<file path="src/rtl/iovx_pkg.sv">
// iovx_pkg: shared widths, field positions, fault codes and walk states
// for the two-level address translator. The field positions follow the
// in-memory entry formats and must not be changed independently.
package iovx_pkg;

    localparam int VA_W        = 32;              // virtual address width
    localparam int PA_W        = 40;              // physical address width
    localparam int WORD_W      = 32;              // table entry / read width
    localparam int PG_SH       = 12;              // 4 KiB page offset bits
    localparam int IX_W        = 10;              // index bits per level
    localparam int ENT_BYTES   = 4;               // bytes per table entry
    localparam int ENT_SH      = $clog2(ENT_BYTES);
    localparam int DIR_LSB     = PG_SH + IX_W;    // lowest directory index bit
    localparam int VPN_W       = VA_W - PG_SH;    // virtual page number width
    localparam int PPN_W       = PA_W - PG_SH;    // physical page number width
    localparam int HI_W        = PA_W - VA_W;     // physical bits above 32
    localparam int HI_LSB      = PG_SH - HI_W;    // entry bit holding PA[32]
    localparam int PT_ALIGN    = 6;               // page table pointer alignment
    localparam int DBASE_LSB   = 10;              // directory base lowest bit
    localparam int VALID_BIT   = 0;               // valid flag in both entries
    localparam int WRITE_BIT   = 2;               // writable flag in page entry

    typedef logic [2:0] cause_t;
    localparam cause_t CAUSE_NONE = 3'b000;
    localparam cause_t CAUSE_DIR  = 3'b001;
    localparam cause_t CAUSE_PAGE = 3'b010;
    localparam cause_t CAUSE_WP   = 3'b100;

    typedef enum logic [1:0] {
        W_IDLE = 2'd0,
        W_LOOK = 2'd1,
        W_DIR  = 2'd2,
        W_PAGE = 2'd3
    } wstate_t;

endpackage

</file>
<file path="src/rtl/iovx_entry_dec.sv">
// iovx_entry_dec: splits a 32-bit word read from memory into the fields of
// a directory entry and of a page entry. Purely combinational. The caller
// decides which interpretation applies in the current walk step.
module iovx_entry_dec
    import iovx_pkg::*;
(
    input  logic [WORD_W-1:0] word,
    output logic              dir_ok,
    output logic [WORD_W-1:0] pt_base,
    output logic              pg_ok,
    output logic              pg_wr,
    output logic [PPN_W-1:0]  pg_ppn
);

    logic unused_bits;

    // Directory entry: valid flag and 64-byte aligned table pointer.
    always_comb begin
        dir_ok  = word[VALID_BIT];
        pt_base = {word[WORD_W-1:PT_ALIGN], {PT_ALIGN{1'b0}}};
    end

    // Page entry: flags, plus the page number with its upper bits unpacked.
    always_comb begin
        pg_ok  = word[VALID_BIT];
        pg_wr  = word[WRITE_BIT];
        pg_ppn = {word[PG_SH-1:HI_LSB], word[WORD_W-1:PG_SH]};
    end

    assign unused_bits = word[3] ^ word[1];

endmodule

</file>
<file path="src/rtl/iovx_tlb.sv">
// iovx_tlb: small fully associative translation cache. Lookup is
// combinational; fills and flushes take effect at the clock edge. Fills go
// to the slot under a round-robin pointer. Assumes the caller never fills a
// page that currently hits, so each page occupies at most one slot.
module iovx_tlb
    import iovx_pkg::*;
#(
    parameter int N = 4
) (
    input  logic             clk,
    input  logic             rst_n,
    input  logic             flush,
    input  logic [VPN_W-1:0] lk_vpn,
    output logic             hit,
    output logic [PPN_W-1:0] hit_ppn,
    output logic             hit_wr,
    input  logic             fill_en,
    input  logic [VPN_W-1:0] fill_vpn,
    input  logic [PPN_W-1:0] fill_ppn,
    input  logic             fill_wr
);

    localparam int PTR_W = (N > 1) ? $clog2(N) : 1;
    localparam logic [PTR_W-1:0] PTR_LAST = PTR_W'(N - 1);

    logic             vld_q [N];
    logic [VPN_W-1:0] vpn_q [N];
    logic [PPN_W-1:0] ppn_q [N];
    logic             wr_q  [N];
    logic [PTR_W-1:0] ptr_q;
    logic [N-1:0]     match;

    // Per-slot tag comparators.
    for (genvar g = 0; g < N; g++) begin : g_cmp
        assign match[g] = vld_q[g] && (vpn_q[g] == lk_vpn);
    end

    // Select the matching slot's payload.
    always_comb begin
        hit     = |match;
        hit_ppn = '0;
        hit_wr  = 1'b0;
        for (int i = 0; i < N; i++) begin
            if (match[i]) begin
                hit_ppn = hit_ppn | ppn_q[i];
                hit_wr  = hit_wr | wr_q[i];
            end
        end
    end

    // Slot storage: reset and flush clear valid bits, a fill writes one slot.
    always_ff @(posedge clk) begin
        if (!rst_n) begin
            for (int i = 0; i < N; i++) begin
                vld_q[i] <= 1'b0;
                vpn_q[i] <= '0;
                ppn_q[i] <= '0;
                wr_q[i]  <= 1'b0;
            end
        end else if (flush) begin
            for (int i = 0; i < N; i++) begin
                vld_q[i] <= 1'b0;
            end
        end else if (fill_en) begin
            for (int i = 0; i < N; i++) begin
                if (ptr_q == PTR_W'(i)) begin
                    vld_q[i] <= 1'b1;
                    vpn_q[i] <= fill_vpn;
                    ppn_q[i] <= fill_ppn;
                    wr_q[i]  <= fill_wr;
                end
            end
        end
    end

    // Round-robin victim pointer, advanced on each accepted fill.
    always_ff @(posedge clk) begin
        if (!rst_n) begin
            ptr_q <= '0;
        end else if (fill_en && !flush) begin
            ptr_q <= (ptr_q == PTR_LAST) ? '0 : ptr_q + 1'b1;
        end
    end

endmodule

</file>
<file path="src/rtl/iovx_walk_ctl.sv">
// iovx_walk_ctl: sequencer for one translation at a time. It accepts a
// request, checks the cache, and on a miss issues the directory read and
// then the page read. It registers the result as a one-cycle pulse. It
// assumes the read port answers every request exactly once with
// mem_rvalid, and that no mem_rvalid arrives unasked.
module iovx_walk_ctl
    import iovx_pkg::*;
(
    input  logic              clk,
    input  logic              rst_n,
    input  logic              req_valid,
    output logic              req_ready,
    input  logic [VA_W-1:0]   req_iova,
    input  logic              req_write,
    input  logic [WORD_W-1:0] dir_base_word,
    input  logic              flush,
    input  logic              mem_rvalid,
    input  logic              dir_ok,
    input  logic [WORD_W-1:0] pt_base,
    input  logic              pg_ok,
    input  logic              pg_wr,
    input  logic [PPN_W-1:0]  pg_ppn,
    input  logic              tlb_hit,
    input  logic [PPN_W-1:0]  tlb_ppn,
    input  logic              tlb_wr,
    output logic [VPN_W-1:0]  lk_vpn,
    output logic              fill_en,
    output logic [VPN_W-1:0]  fill_vpn,
    output logic [PPN_W-1:0]  fill_ppn,
    output logic              fill_wr,
    output logic              mem_req,
    output logic [WORD_W-1:0] mem_addr,
    output logic              resp_valid,
    output logic              resp_fault,
    output cause_t            resp_cause,
    output logic [PA_W-1:0]   resp_pa,
    output logic [VA_W-1:0]   resp_iova
);

    wstate_t           st_q;
    logic [VA_W-1:0]   va_q;
    logic              wr_q;
    logic              stale_q;
    logic              mreq_q;
    logic [WORD_W-1:0] maddr_q;
    logic              rv_q;
    logic              rf_q;
    cause_t            rc_q;
    logic [PA_W-1:0]   rpa_q;

    logic              done_c;
    cause_t            cause_c;
    logic [PPN_W-1:0]  ppn_c;
    logic [WORD_W-1:0] dir_addr_c;
    logic [WORD_W-1:0] pg_addr_c;
    logic              unused_base;

    assign unused_base = ^dir_base_word[DBASE_LSB-1:0];

    // Entry addresses: table base plus index scaled by the entry size.
    always_comb begin
        dir_addr_c = {dir_base_word[WORD_W-1:DBASE_LSB], {DBASE_LSB{1'b0}}}
                   + WORD_W'({va_q[VA_W-1:DIR_LSB], {ENT_SH{1'b0}}});
        pg_addr_c  = pt_base
                   + WORD_W'({va_q[DIR_LSB-1:PG_SH], {ENT_SH{1'b0}}});
    end

    // Decide whether this cycle ends the translation, and with which result.
    always_comb begin
        done_c  = 1'b0;
        cause_c = CAUSE_NONE;
        ppn_c   = tlb_ppn;
        unique case (st_q)
            W_LOOK: begin
                if (tlb_hit) begin
                    done_c  = 1'b1;
                    cause_c = (wr_q && !tlb_wr) ? CAUSE_WP : CAUSE_NONE;
                end
            end
            W_DIR: begin
                if (mem_rvalid && !dir_ok) begin
                    done_c  = 1'b1;
                    cause_c = CAUSE_DIR;
                end
            end
            W_PAGE: begin
                if (mem_rvalid) begin
                    done_c = 1'b1;
                    ppn_c  = pg_ppn;
                    if (!pg_ok) begin
                        cause_c = CAUSE_PAGE;
                    end else if (wr_q && !pg_wr) begin
                        cause_c = CAUSE_WP;
                    end
                end
            end
            default: begin
                done_c = 1'b0;
            end
        endcase
    end

    // Cache fill request: valid page entry from a walk not hit by a flush.
    always_comb begin
        lk_vpn   = va_q[VA_W-1:PG_SH];
        fill_en  = (st_q == W_PAGE) && mem_rvalid && pg_ok && !stale_q && !flush;
        fill_vpn = va_q[VA_W-1:PG_SH];
        fill_ppn = pg_ppn;
        fill_wr  = pg_wr;
    end

    // Walk state, read requests and latched request fields.
    always_ff @(posedge clk) begin
        if (!rst_n) begin
            st_q    <= W_IDLE;
            va_q    <= '0;
            wr_q    <= 1'b0;
            stale_q <= 1'b0;
            mreq_q  <= 1'b0;
            maddr_q <= '0;
        end else begin
            mreq_q <= 1'b0;
            if (flush && st_q != W_IDLE) begin
                stale_q <= 1'b1;
            end
            unique case (st_q)
                W_IDLE: begin
                    if (req_valid) begin
                        va_q    <= req_iova;
                        wr_q    <= req_write;
                        stale_q <= 1'b0;
                        st_q    <= W_LOOK;
                    end
                end
                W_LOOK: begin
                    if (tlb_hit) begin
                        st_q <= W_IDLE;
                    end else begin
                        mreq_q  <= 1'b1;
                        maddr_q <= dir_addr_c;
                        st_q    <= W_DIR;
                    end
                end
                W_DIR: begin
                    if (mem_rvalid) begin
                        if (dir_ok) begin
                            mreq_q  <= 1'b1;
                            maddr_q <= pg_addr_c;
                            st_q    <= W_PAGE;
                        end else begin
                            st_q <= W_IDLE;
                        end
                    end
                end
                W_PAGE: begin
                    if (mem_rvalid) begin
                        st_q <= W_IDLE;
                    end
                end
                default: begin
                    st_q <= W_IDLE;
                end
            endcase
        end
    end

    // Result register: one-cycle pulse, address cleared on a fault.
    always_ff @(posedge clk) begin
        if (!rst_n) begin
            rv_q  <= 1'b0;
            rf_q  <= 1'b0;
            rc_q  <= CAUSE_NONE;
            rpa_q <= '0;
        end else begin
            rv_q <= done_c;
            if (done_c) begin
                rf_q  <= (cause_c != CAUSE_NONE);
                rc_q  <= cause_c;
                rpa_q <= (cause_c == CAUSE_NONE) ? {ppn_c, va_q[PG_SH-1:0]} : '0;
            end
        end
    end

    assign req_ready  = (st_q == W_IDLE);
    assign mem_req    = mreq_q;
    assign mem_addr   = maddr_q;
    assign resp_valid = rv_q;
    assign resp_fault = rf_q;
    assign resp_cause = rc_q;
    assign resp_pa    = rpa_q;
    assign resp_iova  = va_q;

endmodule

</file>
<file path="src/rtl/iova_xlate.sv">
// iova_xlate: two-level I/O address translator with a small cache.
// It ties the walk sequencer, the entry decoder on the read-data path and
// the translation cache together. It assumes a single outstanding read on
// the memory port and one request at a time from the requester.
module iova_xlate
    import iovx_pkg::*;
#(
    parameter int TLB_N = 4
) (
    input  logic              clk,
    input  logic              rst_n,
    input  logic              req_valid,
    output logic              req_ready,
    input  logic [VA_W-1:0]   req_iova,
    input  logic              req_write,
    input  logic [WORD_W-1:0] dir_base_word,
    input  logic              flush,
    output logic              mem_req,
    output logic [WORD_W-1:0] mem_addr,
    input  logic              mem_rvalid,
    input  logic [WORD_W-1:0] mem_rdata,
    output logic              resp_valid,
    output logic              resp_fault,
    output logic [2:0]        resp_cause,
    output logic [PA_W-1:0]   resp_pa,
    output logic [VA_W-1:0]   resp_iova
);

    logic              dir_ok;
    logic [WORD_W-1:0] pt_base;
    logic              pg_ok;
    logic              pg_wr;
    logic [PPN_W-1:0]  pg_ppn;
    logic              tlb_hit;
    logic [PPN_W-1:0]  tlb_ppn;
    logic              tlb_wr;
    logic [VPN_W-1:0]  lk_vpn;
    logic              fill_en;
    logic [VPN_W-1:0]  fill_vpn;
    logic [PPN_W-1:0]  fill_ppn;
    logic              fill_wr;

    iovx_entry_dec u_dec (
        .word    (mem_rdata),
        .dir_ok  (dir_ok),
        .pt_base (pt_base),
        .pg_ok   (pg_ok),
        .pg_wr   (pg_wr),
        .pg_ppn  (pg_ppn)
    );

    iovx_tlb #(.N(TLB_N)) u_tlb (
        .clk      (clk),
        .rst_n    (rst_n),
        .flush    (flush),
        .lk_vpn   (lk_vpn),
        .hit      (tlb_hit),
        .hit_ppn  (tlb_ppn),
        .hit_wr   (tlb_wr),
        .fill_en  (fill_en),
        .fill_vpn (fill_vpn),
        .fill_ppn (fill_ppn),
        .fill_wr  (fill_wr)
    );

    iovx_walk_ctl u_walk (
        .clk           (clk),
        .rst_n         (rst_n),
        .req_valid     (req_valid),
        .req_ready     (req_ready),
        .req_iova      (req_iova),
        .req_write     (req_write),
        .dir_base_word (dir_base_word),
        .flush         (flush),
        .mem_rvalid    (mem_rvalid),
        .dir_ok        (dir_ok),
        .pt_base       (pt_base),
        .pg_ok         (pg_ok),
        .pg_wr         (pg_wr),
        .pg_ppn        (pg_ppn),
        .tlb_hit       (tlb_hit),
        .tlb_ppn       (tlb_ppn),
        .tlb_wr        (tlb_wr),
        .lk_vpn        (lk_vpn),
        .fill_en       (fill_en),
        .fill_vpn      (fill_vpn),
        .fill_ppn      (fill_ppn),
        .fill_wr       (fill_wr),
        .mem_req       (mem_req),
        .mem_addr      (mem_addr),
        .resp_valid    (resp_valid),
        .resp_fault    (resp_fault),
        .resp_cause    (resp_cause),
        .resp_pa       (resp_pa),
        .resp_iova     (resp_iova)
    );

endmodule

</file>
<file path="config.mk">
export PLATFORM = sky130hd
export DESIGN_NAME = iova_xlate
export DESIGN_NICKNAME = d
export VERILOG_FILES = /design/src/rtl/iovx_pkg.sv /design/src/rtl/iovx_entry_dec.sv /design/src/rtl/iovx_tlb.sv /design/src/rtl/iovx_walk_ctl.sv /design/src/rtl/iova_xlate.sv
export SDC_FILE = /design/constraint.sdc
export NUM_CORES = 1
export LEC_CHECK = 0
export ABC_AREA = 1
export BUFFER_PORTS_ARGS = -buffer_cell sky130_fd_sc_hd__buf_2
export CORE_AREA = 2 2 236 238
export CTS_CLUSTER_SIZE = 25
export DETAILED_ROUTE_END_ITERATION = 6
export DIE_AREA = 0 0 238 240
export GPL_TIMING_DRIVEN = 0
export PLACE_DENSITY_LB_ADDON = 0.3
export SLEW_MARGIN = 20
export SYNTH_ARGS = -nofsm -noshare
export SYNTH_HDL_FRONTEND = slang
export SYNTH_SLANG_ARGS = --single-unit
export TNS_END_PERCENT = 5
</file>
<file path="constraint.sdc">
create_clock -name clk -period 3.7 [get_ports clk]
set_input_delay 0.555 -clock clk [delete_from_list [all_inputs] [get_ports clk]]
set_output_delay 0.555 -clock clk [all_outputs]
set_load 0.005 [all_outputs]
</file>
==> metrics.yaml <==
run_status:
  status: "finished, final reports clean"
cts:
  cts.clk_slew.worst_paths_ns: 0.06
  clockBufferDepth: 3
  cts_buffers: 38
  post-cts-setup-buffer-count: 0
  htreeDepth: 2
  clk_latency_ns: 0.56
  cts_tree: "yes"
  clockRootBuffer: "clkbuf_16"
  cts.sinks: 314
critical_path:
  path_cells: "inv_2 -> nand2_1 -> inv_2 -> nor2_1 -> nand2_1 -> nor2_1 -> nand3_1 -> nand2_1 -> nor2_1 -> nor2_1 -> nand2_1 -> nand2_1 -> nand2_1 -> buf_2 -> nand3_1 -> a21oi_1"
  cp_common_cell: "nand2_1"
  ff2ff_path_depth: 16
  startpoint_type: "register"
  path_class: "reg2reg"
  reg2reg_setup_slack_ns: 0.42
  cp_top_family: "simple AND/OR/NAND/NOR gates"
  end_kind: "register"
  crit_slowest_cell: "dfxtp_1"
  path_max_fanout: 10
  cp-endpoint: "u_walk.resp_pa[13]"
  r2r-start: "u_walk.resp_iova[12]"
  crit_start: "u_walk.resp_iova[12]"
  worst_path_largest_cell_delay_ns: 0.71
  cp.depth: 16
  critical_path_required_ns: 4.09
  r2r-end: "u_walk.resp_pa[13]"
  cp.arrival_ns: 3.67
  crit_buf_inv: 3
placed_design:
  hpwl_mm: 46.7
  numPortBuffers: 197
  gp_congestion: 0.937
  pre_cts_slack_ns: 0.316
logic_synthesis:
  synthTopCellsByCount: "nand2_1, nor2_1, edfxtp_1"
  synth_ff_type: "edfxtp_1"
  avgSynthCellArea_um2: 7.93
  synth_most_common_cell: "nand2_1"
  async_flop_share_pct: 0
  synth_area_leader_cell: "edfxtp_1"
  netlist_instances: 2042
  synth-seq-cells: 314
  ys_top_cells_by_area: "edfxtp_1, dfxtp_1, nand2_1, nor2_1, nand4_1"
  synth_top_area_share_pct: 36.0
  ys_seq_area_share_pct: 50.8
  ys_warn_count: 0
  synth_edf_count: 194
  syn_area_um2: 16200
  yosys.cell_types.count: 43
floorplanning:
  die_w_um: 238
  die_h_um: 240
  start_util_pct: 29.6
  io_pins: 213
  core_area_um2: 54700
  dieArea_um2: 57100
  rows: 86
sta:
  finalHoldViolCount: 0
  worstMarginPinSlew_ns: 1.07
  clock.fmax_mhz: 305
  skew_ns: 0.0220
  max_slew_margin_pct: 28.3
  timing.final.crit_share_pct: 88.6
  period_needed_ns: 3.28
  finalWorstSetupSlack_ns: 0.423
  tns_ns: 0
  final_max_slew_viol_count: 0
  setup_viol: 0
  rsz0062_at_grt: "false"
job:
  cap_violations: 0
final_layout:
  nets: 2400
  post_route_cells_drive_above_1_share_pct: 15.5
  area_growth_pct: 19.2
  final_util_pct: 35.3
route:
  viasPerCell: 5.07
  route.detailed.drc: 0
  drtPass1Iterations: 6
  vias: 15300
  wl_per_cell_um: 20.5
  drt_iter0_markers: 1432
  postRouteAntennaNets: 0
  drt-total-wl_mm: 61.7
grt:
  grt_pass1_vias: 14500
  grt_pass1_wl_mm: 90.6
  grt_overflow: 0
  antenna_found_initial: 4
  grt_max_degree: 51
  grt_util_all_layers_pct: 21.2
power:
  ir_drop_uv: 287
  p_leak_uw: 0.00838
  power_density_nw_per_um2: 465
worst_hold_path:
  hold_class: "in2reg"
worst register-to-register path, stage by stage, from the launching register on:
cell and delay [ns]:
dfxtp_1 0.71, inv_2 0.26, nand2_1 0.16, inv_2 0.03, nor2_1 0.09, nand2_1 0.05, nor2_1 0.34, nand3_1 0.19
nand2_1 0.16, nor2_1 0.08, nor2_1 0.11, nand2_1 0.07, nand2_1 0.07, nand2_1 0.24, buf_2 0.35, nand3_1 0.13
a21oi_1 0.07
routing by layer:
layer / vias to the layer above / wire length (µm) / track usage [%]
li1: 7299 / - / -
met1: 7218 / 26400 / 28.2
met2: 669 / 28600 / 35.0
met3: 105 / 4830 / 3.19
met4: 2 / 1840 / 7.27
met5: - / 13 / 0
sequential cells by signal, summed over array words and instances, names as in the netlist:
register	flops
u_walk.mem_addr	30
u_tlb.vpn_q	80
u_walk.stale_q	1
u_walk.wr_q	1
u_walk.resp_cause	3
u_tlb.wr_q	4
u_walk.st_q	2
u_tlb.ppn_q	112
u_walk.mem_req	1
u_walk.resp_fault	1
u_tlb.ptr_q	2
u_walk.resp_pa	40
u_walk.resp_valid	1
u_tlb.vld_q	4
u_walk.resp_iova	32
power breakdown:
part | internal, µW | total, µW | switching (µW) | leakage [µW]
logic | 377 | 1260 | 879 | 0.00481
registers | 3880 | 4050 | 167 | 0.00298
clock network | 2140 | 3680 | 1540 | 0.000589
total | 6390 | 8980 | 2580 | 0.00838
area by class of cell:
class                      instances  area, µm²
inverter                         180        676
clock buffer                      52       1050
sequential                       314       8230
fill                            5707      35400
multi-input combinational       1444       6830
clock inverter                    16        138
tap                              704        881
buffer                           105        500
timing repair buffer             197        986
antenna                            4       10.0
worst min path at each step:
stage	startpoint	end	cells after the start
after floorplan	u_tlb.vld_q[2]	u_tlb.vld_q[2]	2
after global placement	u_walk.resp_pa[19]	u_walk.resp_pa[19]	2
after detailed placement	u_walk.resp_pa[26]	u_walk.resp_pa[26]	2
after CTS	req_iova[4]	u_walk.resp_iova[4]	3
after global routing	req_iova[7]	u_walk.resp_iova[7]	3
final	req_iova[4]	u_walk.resp_iova[4]	3
cell families (layout without fill, tap and decap cells):
group,count (synthesis),in the layout,share of synthesized area (%)
other,1,6,0.0232
DFF,314,314,50.8
and+or+nand+nor,1130,1130,30.2
xor gates and xnor gates,31,31,1.68
AOI/OAI and AO/OA,263,263,8.53
buffers and inverters,285,550,7.26
adders and majority gates,18,18,1.48
through the flow:
| stage | power (µW) | hold slack [ns] | cell area, µm² | cells |
|---|---|---|---|---|
| final | 8980 | 0.255 | 19300 | 3016 |
| after global routing | 9300 | 0.266 | 19300 | 3013 |
| after CTS | 9020 | 0.236 | 19300 | 3012 |
| after detailed placement | 5370 | 0.452 | 18100 | 2944 |
| after global placement | 5360 | 0.455 | 18100 | 2944 |
| after floorplan | 4770 | 0.443 | 16200 | 2043 |
cell usage in the layout (no fill, tap or decap), types with 10 or more instances in the layout:
| cell | count |
|---|---|
| nand2_1 | 465 |
| nand3_1 | 116 |
| nor2_1 | 373 |
| nor3_1 | 10 |
| dfxtp_1 | 119 |
| xnor2_1 | 17 |
| xor2_1 | 14 |
| edfxtp_1 | 194 |
| clkbuf_1 | 64 |
| nand4_1 | 127 |
| buf_2 | 237 |
| o21ai_0 | 80 |
| ha_1 | 16 |
| a31oi_1 | 15 |
| o21ai_1 | 53 |
| inv_1 | 154 |
| clkbuf_16 | 39 |
| inv_2 | 26 |
| a21oi_1 | 99 |
| nor2_4 | 11 |
what timing repair did:
item	CTS	global route
endpoints found under the setup margin	0	1
hold buffers	0	0
resized for setup	0	1
Power figures use the tool's default switching activity.
